## src/rtl/wdog_pkg.sv

```systemverilog
package wdog_pkg;

    // Counter and field width of the countdown
    localparam int CNT_W = 12;
    // Key byte that unlocks a restart write
    localparam logic [7:0] RESTART_KEY = 8'hA5;

    // Mode word layout, most significant field first
    typedef struct packed {
        logic [31-(2*CNT_W+4):0] rsvd;
        logic [CNT_W-1:0]        window;
        logic                    halt_dbg;
        logic                    off;
        logic                    cpu_only;
        logic                    rst_en;
        logic [CNT_W-1:0]        reload;
    } wdog_mode_t;

    localparam wdog_mode_t MODE_DEFAULT = '{
        rsvd:     '0,
        window:   '1,
        halt_dbg: 1'b0,
        off:      1'b0,
        cpu_only: 1'b0,
        rst_en:   1'b1,
        reload:   '1
    };

    // Top-level supervision states
    typedef enum logic [1:0] {
        WD_ACTIVE = 2'd0,
        WD_FROZEN = 2'd1,
        WD_OFF    = 2'd2
    } wd_state_e;

    // Reset pulse states
    typedef enum logic {
        PL_IDLE  = 1'b0,
        PL_DRIVE = 1'b1
    } pl_state_e;

    // Write and read address codes
    localparam logic       WA_CTRL  = 1'b0;
    localparam logic       WA_MODE  = 1'b1;
    localparam logic [1:0] RA_MODE  = 2'd0;
    localparam logic [1:0] RA_STAT  = 2'd1;
    localparam logic [1:0] RA_COUNT = 2'd2;
    localparam logic [1:0] RA_LOCK  = 2'd3;

endpackage

```

## src/rtl/wdog_presc.sv

```systemverilog
// Divides the slow clock into a single-cycle counting tick.
module wdog_presc #(
    parameter int DIV = 128
) (
    input  logic clk,
    input  logic rst_n,
    input  logic run_i,
    input  logic clr_i,
    output logic tick_o
);
    localparam int PW = (DIV > 1) ? $clog2(DIV) : 1;
    localparam logic [PW-1:0] LAST = PW'(DIV - 1);

    logic [PW-1:0] pre_q;

    assign tick_o = run_i && (pre_q == LAST);

    always_ff @(posedge clk or negedge rst_n) begin
        if (!rst_n) begin
            pre_q <= '0;
        end else if (clr_i) begin
            pre_q <= '0;
        end else if (run_i) begin
            pre_q <= (pre_q == LAST) ? '0 : pre_q + 1'b1;
        end
    end
endmodule

```

## src/rtl/wdog_mode_lock.sv

```systemverilog
// Mode word that accepts its first write after reset and then locks.
module wdog_mode_lock
    import wdog_pkg::*;
(
    input  logic        clk,
    input  logic        rst_n,
    input  logic        wr_i,
    input  logic [31:0] data_i,
    output wdog_mode_t  mode_o,
    output logic        locked_o
);
    wdog_mode_t incoming;

    always_comb begin
        incoming      = wdog_mode_t'(data_i);
        incoming.rsvd = '0;
    end

    always_ff @(posedge clk or negedge rst_n) begin
        if (!rst_n) begin
            mode_o   <= MODE_DEFAULT;
            locked_o <= 1'b0;
        end else if (wr_i && !locked_o) begin
            mode_o   <= incoming;
            locked_o <= 1'b1;
        end
    end
endmodule

```

## src/rtl/wdog_downcnt.sv

```systemverilog
// Countdown register with load priority and an underflow strobe.
module wdog_downcnt #(
    parameter int W = 12
) (
    input  logic         clk,
    input  logic         rst_n,
    input  logic         load_i,
    input  logic [W-1:0] load_val_i,
    input  logic         tick_i,
    output logic [W-1:0] cnt_o,
    output logic         uf_o
);
    logic at_zero;

    assign at_zero = (cnt_o == '0);
    assign uf_o    = tick_i && at_zero && !load_i;

    always_ff @(posedge clk or negedge rst_n) begin
        if (!rst_n) begin
            cnt_o <= '1;
        end else if (load_i || uf_o) begin
            cnt_o <= load_val_i;
        end else if (tick_i) begin
            cnt_o <= cnt_o - 1'b1;
        end
    end
endmodule

```

## src/rtl/wdog_pulse.sv

```systemverilog
// Stretches a reset event into a fixed-length pulse; a new event restarts it.
module wdog_pulse
    import wdog_pkg::*;
#(
    parameter int LEN = 4
) (
    input  logic clk,
    input  logic rst_n,
    input  logic fire_i,
    output logic drive_o
);
    localparam int CW = (LEN > 1) ? $clog2(LEN) : 1;
    localparam logic [CW-1:0] FIRST = CW'(LEN - 1);

    pl_state_e     ps_q;
    logic [CW-1:0] left_q;

    always_ff @(posedge clk or negedge rst_n) begin
        if (!rst_n) begin
            ps_q   <= PL_IDLE;
            left_q <= '0;
        end else begin
            unique case (ps_q)
                PL_IDLE: begin
                    if (fire_i) begin
                        ps_q   <= PL_DRIVE;
                        left_q <= FIRST;
                    end
                end
                PL_DRIVE: begin
                    if (fire_i) begin
                        left_q <= FIRST;
                    end else if (left_q == '0) begin
                        ps_q <= PL_IDLE;
                    end else begin
                        left_q <= left_q - 1'b1;
                    end
                end
                default: ps_q <= PL_IDLE;
            endcase
        end
    end

    always_comb begin
        drive_o = (ps_q == PL_DRIVE);
    end
endmodule

```

## src/rtl/wdog_lockwin.sv

```systemverilog
// Watchdog top: supervision state machine, keyed restart, window check,
// status flags and register read path.
module wdog_lockwin
    import wdog_pkg::*;
#(
    parameter int PRESCALE  = 128,
    parameter int PULSE_LEN = 4
) (
    input  logic        clk,
    input  logic        rst_n,
    input  logic        dbg_halt_i,
    input  logic        wr_en_i,
    input  logic        wr_addr_i,
    input  logic [31:0] wr_data_i,
    input  logic        rd_en_i,
    input  logic [1:0]  rd_addr_i,
    output logic [31:0] rd_data_o,
    output logic        sys_rst_req_o,
    output logic        cpu_rst_req_o,
    output logic        uf_flag_o,
    output logic        win_err_o
);
    wdog_mode_t       mode_q;
    logic             locked;
    wd_state_e        st_q, st_d;
    logic [CNT_W-1:0] cnt_q;
    logic             tick;
    logic             uf_evt;
    logic             drive;

    // Register decode
    logic             mode_take;
    logic             ctrl_keyed;
    logic             restart_req;
    logic             in_window;
    logic             restart_ok;
    logic             win_bad;
    logic             cnt_load;
    logic [CNT_W-1:0] cnt_load_val;
    logic             fire;
    logic             freeze_req;
    logic             cnt_run;

    assign mode_take   = wr_en_i && (wr_addr_i == WA_MODE) && !locked;
    assign ctrl_keyed  = wr_en_i && (wr_addr_i == WA_CTRL)
                      && (wr_data_i[31:24] == RESTART_KEY) && wr_data_i[0];
    assign restart_req = ctrl_keyed && (st_q != WD_OFF) && !mode_q.off;
    assign in_window   = (cnt_q <= mode_q.window);
    assign restart_ok  = restart_req && in_window;
    assign win_bad     = restart_req && !in_window;

    assign cnt_load     = mode_take || restart_ok;
    assign cnt_load_val = mode_take ? wr_data_i[CNT_W-1:0] : mode_q.reload;

    assign freeze_req = mode_q.halt_dbg && dbg_halt_i;
    assign cnt_run    = (st_q == WD_ACTIVE);
    assign fire       = (uf_evt || win_bad) && mode_q.rst_en;

    wdog_mode_lock u_mode (
        .clk      (clk),
        .rst_n    (rst_n),
        .wr_i     (wr_en_i && (wr_addr_i == WA_MODE)),
        .data_i   (wr_data_i),
        .mode_o   (mode_q),
        .locked_o (locked)
    );

    wdog_presc #(.DIV(PRESCALE)) u_presc (
        .clk    (clk),
        .rst_n  (rst_n),
        .run_i  (cnt_run),
        .clr_i  (cnt_load),
        .tick_o (tick)
    );

    wdog_downcnt #(.W(CNT_W)) u_cnt (
        .clk        (clk),
        .rst_n      (rst_n),
        .load_i     (cnt_load),
        .load_val_i (cnt_load_val),
        .tick_i     (tick),
        .cnt_o      (cnt_q),
        .uf_o       (uf_evt)
    );

    wdog_pulse #(.LEN(PULSE_LEN)) u_pulse (
        .clk     (clk),
        .rst_n   (rst_n),
        .fire_i  (fire),
        .drive_o (drive)
    );

    // Supervision state register
    always_ff @(posedge clk or negedge rst_n) begin
        if (!rst_n) begin
            st_q <= WD_ACTIVE;
        end else begin
            st_q <= st_d;
        end
    end

    // Supervision transitions
    always_comb begin
        st_d = st_q;
        unique case (st_q)
            WD_ACTIVE: begin
                if (mode_q.off)      st_d = WD_OFF;
                else if (freeze_req) st_d = WD_FROZEN;
            end
            WD_FROZEN: begin
                if (mode_q.off)       st_d = WD_OFF;
                else if (!freeze_req) st_d = WD_ACTIVE;
            end
            WD_OFF: begin
                st_d = WD_OFF;
            end
            default: st_d = WD_ACTIVE;
        endcase
    end

    // Reset routing outputs
    always_comb begin
        sys_rst_req_o = drive && !mode_q.cpu_only;
        cpu_rst_req_o = drive &&  mode_q.cpu_only;
    end

    // Sticky flags; a new event wins over a clearing read
    logic stat_rd;
    assign stat_rd = rd_en_i && (rd_addr_i == RA_STAT);

    always_ff @(posedge clk or negedge rst_n) begin
        if (!rst_n) begin
            uf_flag_o <= 1'b0;
            win_err_o <= 1'b0;
        end else begin
            if (uf_evt)       uf_flag_o <= 1'b1;
            else if (stat_rd) uf_flag_o <= 1'b0;
            if (win_bad)      win_err_o <= 1'b1;
            else if (stat_rd) win_err_o <= 1'b0;
        end
    end

    // Registered read path
    logic [31:0] rd_mux;

    always_comb begin
        unique case (rd_addr_i)
            RA_MODE:  rd_mux = mode_q;
            RA_STAT:  rd_mux = {30'b0, win_err_o, uf_flag_o};
            RA_COUNT: rd_mux = {{(32-CNT_W){1'b0}}, cnt_q};
            RA_LOCK:  rd_mux = {31'b0, locked};
            default:  rd_mux = '0;
        endcase
    end

    always_ff @(posedge clk or negedge rst_n) begin
        if (!rst_n) begin
            rd_data_o <= '0;
        end else if (rd_en_i) begin
            rd_data_o <= rd_mux;
        end
    end
endmodule

```

## config.mk

```make
export PLATFORM = sky130hd
export DESIGN_NAME = wdog_lockwin
export DESIGN_NICKNAME = d
export VERILOG_FILES = /design/src/rtl/wdog_pkg.sv /design/src/rtl/wdog_presc.sv /design/src/rtl/wdog_mode_lock.sv /design/src/rtl/wdog_downcnt.sv /design/src/rtl/wdog_pulse.sv /design/src/rtl/wdog_lockwin.sv
export SDC_FILE = /design/constraint.sdc
export NUM_CORES = 1
export LEC_CHECK = 0
export CAP_MARGIN = 20
export CORE_MARGIN = 2
export CORE_UTILIZATION = 64
export DETAILED_ROUTE_END_ITERATION = 6
export DONT_BUFFER_PORTS = 1
export PLACE_DENSITY = 0.8
export SETUP_SLACK_MARGIN = 0.15
export SLEW_MARGIN = 20
export SYNTH_ARGS = -nofsm -noshare
export SYNTH_HDL_FRONTEND = slang
export SYNTH_HIERARCHICAL = 1
export SYNTH_SLANG_ARGS = --single-unit
```

## constraint.sdc

```tcl
create_clock -name clk -period 3.87 [get_ports clk]
set_input_delay 0.774 -clock clk [delete_from_list [all_inputs] [get_ports clk]]
set_output_delay 0.774 -clock clk [all_outputs]
set_load 0.02 [all_outputs]
```

# Yosys cells after proc, flatten, opt, wreduce, memory -nomap -nowiden
# Cells that the tools add are included.
[word_totals]
reg_bits = 87
input_bits = 40
out_inout_bits = 36
word_cells = 91
[classes]
addsub = 3
order_cmp = 1
n_eq_ne = 12
muxes = 23
n_bitwise = 2
reduce_logical = 35
[ops]
columns = ["op", "n"]
rows = [
  ["$pmux 32 s4", 1],
  ["$mux 12", 3],
  ["$mux 7", 3],
  ["$logic_and 1x1->1", 17],
  ["$mux 2", 7],
  ["$le 12x12->1", 1],
  ["$logic_not 12->1", 1],
  ["$sub 12x1->12 const B", 1],
  ["$eq 8x8->1 const B", 1],
  ["$reduce_bool 2->1", 4],
  ["$add 7x1->7 const B", 1],
  ["$eq 7x7->1 const B", 1],
  ["$eq 2x2->1 const B", 3],
  ["$logic_not 2->1", 3],
  ["$mux 1", 6],
  ["$ne 3x3->1 const B", 2],
  ["$pmux 2 s3", 1],
  ["$logic_not 1->1", 5],
  ["$eq 2x1->1 const B", 2],
  ["$ne 2x2->1 const B", 2],
  ["$pmux 2 s2", 1],
  ["$reduce_and 2->1", 2],
  ["$logic_or 1x1->1", 3],
  ["$ne 3x2->1 const B", 1],
  ["other kinds (3)", 4],
]

# Longest topological paths before layout
[logic_depth]
word_depth = 14
depth_mapped = 11
mapped_depth_nobuf = 11

# By module
# The synthesis kept the hierarchy.
[modules_own_cells]
columns = ["mod", "instances", "cells_each", "area_each_um2"]
rows = [
  ["wdog_lockwin", 1, 222, 2047.0],
  ["wdog_mode_lock", 1, 67, 1256.2],
  ["wdog_downcnt", 1, 65, 757.0],
  ["wdog_presc", 1, 36, 356.6],
  ["wdog_pulse", 1, 13, 152.6],
]

# Worst setup path after synthesis
# No wires, ideal clock.
[synth_timing]
path_type = "flip-flop to flip-flop"
from = "reg u_mode/mode_o[25] in the netlist's numbering"
to = "reg u_presc.pre_q[5]"
setup_time_ns = 0.077
arrival_ns = 2.747
path_slack_ns = 1.046
stages_incl_launch_ff = 10
path_buffers = 0
synth_period_minus_slack_ns = 2.824
cell_sequence = "dfstp_2 > inv_1 > ha_1 > nand4_1 > nor4_1 > a31oi_1 > o21ai_0 > o2111ai_1 > or3_1 > a21oi_1"
[synth_between]
elab_chain_cells = 4
elab_cells_between_ends = 5
[synth_rtl]
columns = ["element", "line", "source"]
rows = [
  ["from (decl)", "wdog_mode_lock.sv:9", "output wdog_mode_t mode_o,"],
  ["from (signal assigned)", "wdog_mode_lock.sv:24", "mode_o <= incoming;"],
  ["$le 12x12->1 (*)", "wdog_lockwin.sv:48", "assign in_window = (cnt_q <= mode_q.window);"],
  ["$logic_and 1x1->1 (*)", "wdog_lockwin.sv:49", "assign restart_ok = restart_req && in_window;"],
  ["$logic_or 1x1->1 (*)", "wdog_lockwin.sv:52", "assign cnt_load = mode_take || restart_ok;"],
  ["named net cnt_load", "wdog_lockwin.sv:38", "logic cnt_load;"],
  ["$mux 7 or $reduce_bool 2->1 (tied branches)", "n/a", ""],
  ["to (signal assigned)", "wdog_presc.sv:24", "pre_q <= (pre_q == LAST) ? '0 : pre_q + 1'b1;"],
  ["to (decl)", "wdog_presc.sv:14", "logic [PW-1:0] pre_q;"],
]
# The timed path passes the listed nets; every way through them passes the cells marked *.
# A chain may end at the register's enable or synchronous reset.

# Worst setup path in the final report
# Ends and elaborated chain as after synthesis.

==> impl_metrics.ini <==
[grt]
grt_use_total_pct = 24.9
grt_overflow_total = 0
grt_start_max_net_pins = 88
antenna_found_initial = 0
grt_pass1_vias = 2971
grt_first_pass_wirelength_um = 14600

[outcome]
run_status = complete, no violations

[placement]
portBuffers = 0
hpwl_um = 6110
gp_congestion = 0.824

[die]
placementRows = 30
fp.dieW_um = 88.5
core_um2 = 6870
initial_utilization_pct = 66.5
die-area_um2 = 7830
die_y_um = 88.5
io_pins = 76

[sta]
report.final.slew_viol_count = 0
setup_tns_ps = 0
final_hold_viol_count = 0
max_freq_ghz = 0.316
period_minus_slack_ps = 3160
maxSlewHeadroom_pct = 52.3
period_share_pct = 81.6
rsz0062_at_grt = no
worstMarginPinSlew_ps = 713
finalSetupViolations = 0
skew_ps = 12.8

[worst_setup_path]
cp_slowest_cell = o21ai_1
cpPeakStageDelay_ps = 580
cp.arrival_ps = 3440
start_kind = register
crit_fanout = 9
worstPathCellList = inv_1 > ha_1 > nand4_1 > nor4_1 > a31oi_1 > o21ai_1 > o2111ai_1 > or3_1 > a21oi_1
reg2reg_depth = 9
required_ps = 4150
crit_path_end_kind = register
critPathKind = reg -> reg

[job]
cap_violations = 0

[final_layout]
drive_above_1_share_pct = 30.5
num_antenna_cells = 0
register_area_um2 = 2220
layout.nets = 458
n_fill_cell = 489
syn_to_final_growth_pct = 5.26
multi_input_area_um2 = 2030

[synthesis]
yosysUniqueCellTypes = 52
synth_simple_gate_area_share_pct = 11.1
synth-compound-area-share_pct = 8.13
yosys_warnings = 6
synth-seq-area-share_pct = 48.7
synth_edf_count = 0
synth_area_um2 = 4570
syn_area_per_cell_um2 = 11.3
ys_ff_latch = 87
synthFlopType = dfrtp_1
ys_async_sr_fraction_pct = 100
synth_cells = 403
synth_top_family_by_area = multiplexers
yosys.area_share.adder_pct = 4.38
synthMuxAreaShare_pct = 17.6
synth-xor-area-share_pct = 2.68

[cts]
cts-buffers-inserted = 9
holdBufCountCts = 0
htreeDepth = 3
clockBufferDepth = 2
post_cts_buffers = 0
cts-root-buf = clkbuf_8
cts_tree = done
insertion_delay_ps = 360
clk_pin_slew_ps = 90
ctsResizeCount = 0
clkSinkCount = 87

[routing]
first_iter_violations = 206
wl_per_cell_um = 17.8
vias = 2881
ant_nets = 0
wirelength_um = 8950
viasPerCell = 5.73
dr.pass1.iters = 4
drc = 0

[power]
total_power_w = 0.00240
power_density_nw_per_um2 = 498
leakagePower_nw = 2.13
max-vdd-ir-drop_v = 0.000271

[worst_hold_path]
hp-class = in -> async
[routing by layer]
| layer | up-vias | wire length [um] | GRT usage (%) |
|---|---|---|---|
| met1 | 1417 | 3950 | 33.3 |
| li1 | 1365 | - | - |
| met4 | 0 | 142 | 9.50 |
| met3 | 11 | 545 | 5.69 |
| met5 | - | 0 | 0 |
| met2 | 88 | 4310 | 39.8 |
[cell usage in the layout (no fill, tap or decap), types with 3 or more instances in the layout]
cell	n
inv_1	50
nor4_1	5
nand3_1	4
o21ai_0	24
dfstp_2	37
nor3_1	4
xnor2_1	5
mux2i_1	11
nor2b_1	3
ha_1	16
and4bb_2	3
xor2_1	9
clkbuf_8	10
o22ai_1	11
dfrtp_1	50
nand4_1	3
o21ai_1	3
or3_1	3
buf_4	4
conb_1	4
nand2b_1	5
a21oi_1	11
nor2_1	13
mux2_4	20
mux2_2	33
nand2_1	33
[cells in the mapped netlist, drive strengths merged (5+ instances only)]
| cell | n | area share (%) |
|---|---|---|
| a21oi | 12 | 1.4 |
| buf | 15 | 2.9 |
| dfrtp | 50 | 27 |
| dfstp | 37 | 21 |
| ha | 16 | 4.4 |
| inv | 50 | 4.1 |
| mux2 | 53 | 15 |
| mux2i | 11 | 2.4 |
| nand2 | 33 | 2.7 |
| nand2b | 6 | 0.99 |
| nor2 | 14 | 1.3 |
| nor4 | 5 | 0.68 |
| o21ai | 27 | 3.0 |
| o22ai | 11 | 1.5 |
| xnor2 | 5 | 0.96 |
| xor2 | 9 | 1.7 |
[worst paths after layout]
| path | from | end | slack [ps] |
|---|---|---|---|
| max | u_mode/mode_o[25]$_DFFE_PN1P_ | u_presc/pre_q[5]$_DFFE_PN0P_ | 710 |
| min | rst_n | rd_data_o[31]$_DFFE_PN0P_ | 100 |
| max reg2reg | u_mode/mode_o[25]$_DFFE_PN1P_ | u_presc/pre_q[5]$_DFFE_PN0P_ | 710 |
| min reg2reg | u_pulse/left_q[1]$_DFFE_PN0P_ | u_pulse/left_q[1]$_DFFE_PN0P_ | 490 |
| max in group asynchronous | rst_n | u_mode/mode_o[2]$_DFFE_PN1P_ | 3550 |
| min in group clk | u_pulse/left_q[1]$_DFFE_PN0P_ | u_pulse/left_q[1]$_DFFE_PN0P_ | 490 |
[sequential cells by signal, summed over array words and instances (netlist names)]
name / flops
rd_data_o: 32
st_q: 2
u_cnt/cnt_o: 12
u_mode/locked_o: 1
u_mode/mode_o: 28
u_presc/pre_q: 7
u_pulse/drive_o: 1
u_pulse/left_q: 2
uf_flag_o: 1
win_err_o: 1
[worst max-delay path: cells and delay by family, from the launching register on]
family | cells | cell delay (ps)
flops | 1 | 550
buf+inv | 1 | 50
fa+ha+maj | 1 | 300
compound gates | 4 | 1130
simple gates | 3 | 1060
[area by class of cell]
type / count / share of cell area [%]
inverters: 50 / 3.90
clock inverters: 5 / 1.69
clock buffers: 11 / 2.94
repair buffers: 4 / 0.624
flip-flops and latches: 87 / 46.2
multi-input cells: 250 / 42.1
well taps: 96 / 2.50
[cell families (layout without fill, tap and decap cells)]
| family | after synthesis | count (layout) |
|---|---|---|
| adders and majority gates | 16 | 16 |
| muxes | 65 | 65 |
| DFF | 87 | 87 |
| and+or+nand+nor | 89 | 89 |
| other | 1 | 4 |
| xor gates and xnor gates | 14 | 14 |
| buffers and inverters | 69 | 70 |
| AOI/OAI and AO/OA | 62 | 62 |
[report_power, final]
part	switching (W)	internal (W)
Clock	0.000316	0.000381
Combinational	0.000184	0.000232
Sequential	0.000185	0.00110
[metrics by stage]
step / util, % / hold slack, ps / std cells / setup slack (ps) / cell area (um2)
5_1_grt: 70.0 / 82.2 / 503 / 442 / 4810
4_1_cts: 70.0 / 89.6 / 503 / 483 / 4810
3_5_place_dp: 66.8 / 478 / 487 / 522 / 4590
2_1_floorplan: - / 449 / 406 / 1050 / 4580
3_3_place_gp: 66.8 / 469 / 487 / 778 / 4590
6_report: 70.0 / 102 / 503 / 710 / 4810
(Power assumes the default switching activity.)
